==> src/rtl/tmr16_wake.sv <==
module tmr16_wake #(
  parameter int AW = 3
) (
  input  logic          clk,
  input  logic          rst_n,
  input  logic          bus_we,
  input  logic [AW-1:0] bus_addr,
  input  logic [7:0]    bus_wdata,
  output logic [7:0]    bus_rdata,
  input  logic          ext_clk,
  input  logic          sleep,
  output logic          irq,
  output logic          wake
);
  localparam logic [AW-1:0] A_LO   = AW'(0);
  localparam logic [AW-1:0] A_HI   = AW'(1);
  localparam logic [AW-1:0] A_CTRL = AW'(2);
  localparam logic [AW-1:0] A_FLAG = AW'(3);
  localparam logic [AW-1:0] A_EN   = AW'(4);

  logic [15:0] cnt;
  logic flag, run, ext_m, async_m, tie, pe, ge;
  logic s1, s2, prev, armed;

  wire sel  = async_m ? s1 : s2;
  wire rise = sel & ~prev;
  wire fall = ~sel & prev;

  wire wr_lo   = bus_we & (bus_addr == A_LO);
  wire wr_hi   = bus_we & (bus_addr == A_HI);
  wire wr_ctrl = bus_we & (bus_addr == A_CTRL);
  wire wr_flag = bus_we & (bus_addr == A_FLAG);
  wire wr_en   = bus_we & (bus_addr == A_EN);

  wire may_run = ~sleep | (ext_m & async_m);
  wire inc     = run & may_run & (ext_m ? (rise & armed) : 1'b1);
  wire ovf     = inc & (&cnt) & ~wr_lo & ~wr_hi;

  always_ff @(posedge clk or negedge rst_n) begin
    if (!rst_n) begin
      s1 <= 1'b0; s2 <= 1'b0; prev <= 1'b0; armed <= 1'b0;
    end else begin
      s1    <= ext_clk;
      s2    <= s1;
      prev  <= sel;
      armed <= run & (armed | fall);
    end
  end

  always_ff @(posedge clk or negedge rst_n) begin
    if (!rst_n) begin
      cnt <= '0;
    end else if (wr_lo | wr_hi) begin
      if (wr_lo) cnt[7:0]  <= bus_wdata;
      if (wr_hi) cnt[15:8] <= bus_wdata;
    end else if (inc) begin
      cnt <= cnt + 16'd1;
    end
  end

  always_ff @(posedge clk or negedge rst_n) begin
    if (!rst_n) begin
      flag <= 1'b0;
      {async_m, ext_m, run} <= '0;
      {ge, pe, tie} <= '0;
    end else begin
      if (ovf)          flag <= 1'b1;
      else if (wr_flag) flag <= bus_wdata[0];
      if (wr_ctrl) {async_m, ext_m, run} <= bus_wdata[2:0];
      if (wr_en)   {ge, pe, tie} <= bus_wdata[2:0];
    end
  end

  always_comb begin
    case (bus_addr)
      A_LO:    bus_rdata = cnt[7:0];
      A_HI:    bus_rdata = cnt[15:8];
      A_CTRL:  bus_rdata = {5'b0, async_m, ext_m, run};
      A_FLAG:  bus_rdata = {7'b0, flag};
      A_EN:    bus_rdata = {5'b0, ge, pe, tie};
      default: bus_rdata = 8'h00;
    endcase
  end

  assign irq  = flag & tie & pe & ge;
  assign wake = sleep & run & tie & pe & flag;
endmodule

==> config.mk <==
export PLATFORM = sky130hd
export DESIGN_NAME = tmr16_wake
export DESIGN_NICKNAME = d
export VERILOG_FILES = /design/src/rtl/tmr16_wake.sv
export SDC_FILE = /design/constraint.sdc
export NUM_CORES = 1
export LEC_CHECK = 0
export BUFFER_PORTS_ARGS = -buffer_cell sky130_fd_sc_hd__buf_2
export CORE_AREA = 2 2 64 78
export CTS_CLUSTER_SIZE = 40
export DETAILED_ROUTE_END_ITERATION = 7
export DIE_AREA = 0 0 66 80
export PLACE_DENSITY = 0.55
export SETUP_SLACK_MARGIN = 0.05
export SLEW_MARGIN = 20
export SYNTH_ARGS = -nofsm -noshare
export SYNTH_HDL_FRONTEND = slang
export SYNTH_SLANG_ARGS = --single-unit
==> constraint.sdc <==
create_clock -name clk -period 3 [get_ports clk]
set_input_delay 0.15 -clock clk [delete_from_list [all_inputs] [get_ports clk]]
set_output_delay 0.15 -clock clk [all_outputs]
set_load 0.01 [all_outputs]
==> out/results.ini <==
[finish]
drive_above_1_share = 0.2642
final_util = 0.4295
area_growth_syn_to_layout_pct = 11.40
num-nets-final = 230
antenna_cells = 0

[timing]
fmax_mhz = 552.7
period_share = 0.6031
maxSlewViolCount = 0
clock-skew-final_ns = 0.002870
setup_viol = 0
rsz0062_at_grt = no
tightest_slew_ns = 0.6139
fin_tns_setup_ns = 0
fin_crit_ns = 1.809
max_slew_margin = 0.5890
hold_viol = 0

[yosys]
ys_seq_area_frac = 0.3871
synthArstFlopShare = 1.000
yosysTopAreaCellShare = 0.3871
ys_warn_count = 0
synth_top_cell_by_area = dfrtp_1
synth_area_leaders = dfrtp_1 (39%), mux2i_1 (6.3%), a21oi_1 (5.7%)
ys_top_cells_by_count = dfrtp_1 (27), nand2_1 (22), a21oi_1 (20)
synthCells = 191
netlist_area_sq_um = 1745
synth.avg_cell_area_sq_um = 9.138
synth.net_count = 208
yosysMostFrequentCell = dfrtp_1
synth_flop_cell = dfrtp_1
synth_cell_type_count = 42
synth-edff-count = 0
synth_seq_cells = 27

[power]
pwr_density_cell_nw_per_um2 = 729.4
leakage_nw = 0.8412
vdd_ir_drop_max_mv = 0.2336

[worst_hold_path]
hold_path_class = input pin to flip-flop
min_to = ge
hold_path.startpoint = bus_wdata[2]
whs_path_depth = 3

[critical_path]
cp.required_ns = 3.22
reg2regPathDepth = 5
r2r_setup_slack_ns = 1.19
arrival_ns = 2.03
crit_path_end_kind = flip-flop
critPathLaunchType = flip-flop
crit_path_max_fanout = 16
crit_type = flip-flop to flip-flop
rr_startpoint = async_m
crit_start = async_m
r2r_end = cnt[15]

[floorplanning]
die_y_um = 80
die_w_um = 66
die-area_sq_um = 5280
initial_core_util = 0.3856
rows = 27
io_pins = 26
coreArea_sq_um = 4527

[placement]
finalWeightedCongestion = 0.8361
portBuffers = 25
dp_hpwl_mm = 3.266

[global_route]
overflow = 0
grt_pass1_wl_mm = 7.403
first_global_vias = 1464
grt_max_degree = 34
antenna_found_initial = 0
grtUsageTotal = 0.1829

[routing]
totalWireLength_mm = 4.477
num_vias = 1512
drtAntennaViolNets = 0
vias_per_cell = 5.600
first_iter_violations = 82
drc = 0
firstDrtPassIters = 4
wl_per_cell_um = 16.58

[clock_network]
path_clk_slew_ns = 0.09
insertion_delay_ns = 0.27
root_buffer = clkbuf_8
cts_tree = yes
h-tree-depth = 1
clock_path_buffers = 2
cts_sinks = 27
cts-resized-gates = 0
cts_buffers = 3

[run]
drv_cap = 0

[run_status]
status = completed

-- cell type report --
| cell class | count | area (sq um) |
|---|---|---|
| clock buffers | 3 | 41.29 |
| clock inverters | 1 | 5.005 |
| fillers | 470 | 2582 |
| inverters | 4 | 15.01 |
| multi-input cells | 149 | 982.2 |
| flip-flops and latches | 27 | 675.6 |
| well taps | 58 | 72.57 |
| repair buffers | 28 | 152.6 |
-- stage by stage --
| stage | instances | instance area [sq um] | power (mW) | hold slack (ns) | worst slack (ns) |
|---|---|---|---|---|---|
| floorplan | 191 | 1745 | 1.057 | -0.1456 | 1.514 |
| global placement | 264 | 1878 | 1.213 | 0.2073 | 1.183 |
| detailed placement | 264 | 1878 | 1.223 | 0.2095 | 1.132 |
| CTS | 270 | 1944 | 1.437 | 0.1561 | 1.155 |
| global route | 270 | 1944 | 1.545 | 0.1851 | 1.061 |
| finish | 270 | 1944 | 1.418 | 0.1606 | 1.191 |
-- where the power goes --
group | leakage [nW] | internal, mW | switching, mW
Clock | 0.0255 | 0.0932 | 0.115
Sequential | 0.315 | 0.499 | 0.203
Combinational | 0.501 | 0.231 | 0.278
Total | 0.841 | 0.823 | 0.595
-- worst max-delay path by stage --
stage                     endpoint  depth (start not counted)
final                      cnt[15]                          5
after global placement      cnt[0]                          6
after detailed placement    cnt[2]                          6
after CTS                  cnt[15]                          5
after floorplan            cnt[15]                          6
after global routing       cnt[15]                          5
-- routing by layer --
layer | routed length (um) | global-route usage
met3 | 174 | 0.01551
met5 | 0 | 0
met4 | 42 | 0.05306
met1 | 2087 | 0.2533
met2 | 2172 | 0.3030
-- cell usage in the layout (no fill, tap or decap), types with 2 or more instances in the layout --
| master | count |
|---|---|
| nor2b_1 | 2 |
| dlygate4sd3_1 | 2 |
| inv_1 | 4 |
| dfrtp_1 | 27 |
| clkbuf_8 | 3 |
| a21oi_2 | 8 |
| nor3_1 | 3 |
| a31oi_1 | 3 |
| a22oi_1 | 2 |
| o21ai_0 | 15 |
| nand3_1 | 8 |
| and4_1 | 2 |
| nor2_1 | 12 |
| nand2_1 | 22 |
| a21o_1 | 2 |
| nand4_1 | 5 |
| o22ai_1 | 5 |
| mux2i_1 | 11 |
| mux2_2 | 5 |
| o32ai_1 | 4 |
| a21oi_1 | 20 |
| buf_2 | 25 |
| or2_2 | 2 |
-- kinds of logic (layout without fill, tap and decap cells) --
kind of cell | after synthesis | after routing | synth area share
buffers and inverters | 15 | 36 | 0.05018
adders and majority gates | 1 | 1 | 0.007167
and+or+nand+nor | 65 | 65 | 0.1943
AOI/OAI and AO/OA | 67 | 67 | 0.2660
muxes | 16 | 16 | 0.09534
DFF | 27 | 27 | 0.3871
-- critical path: stages, from the launching register on --
cell	delay (ns)
dfrtp_1	0.43
mux2i_1	0.18
o31a_4	0.33
o21ai_4	0.43
a21boi_1	0.21
o2bb2a_2	0.17
-- timing repair --
| action | 4_1_cts | 5_1_grt |
|---|---|---|
| buffers inserted | 0 | 0 |
| hold buffers | 2 | 0 |
| endpoints found under the hold margin | 28 | 0 |
-- sequential cells by signal, summed over array words and instances (netlist names) --
name,count
flag,1
ext_m,1
prev,1
cnt,16
s2,1
pe,1
async_m,1
s1,1
run,1
tie,1
armed,1
ge,1
No activity file was read; power rests on OpenSTA's default activity.
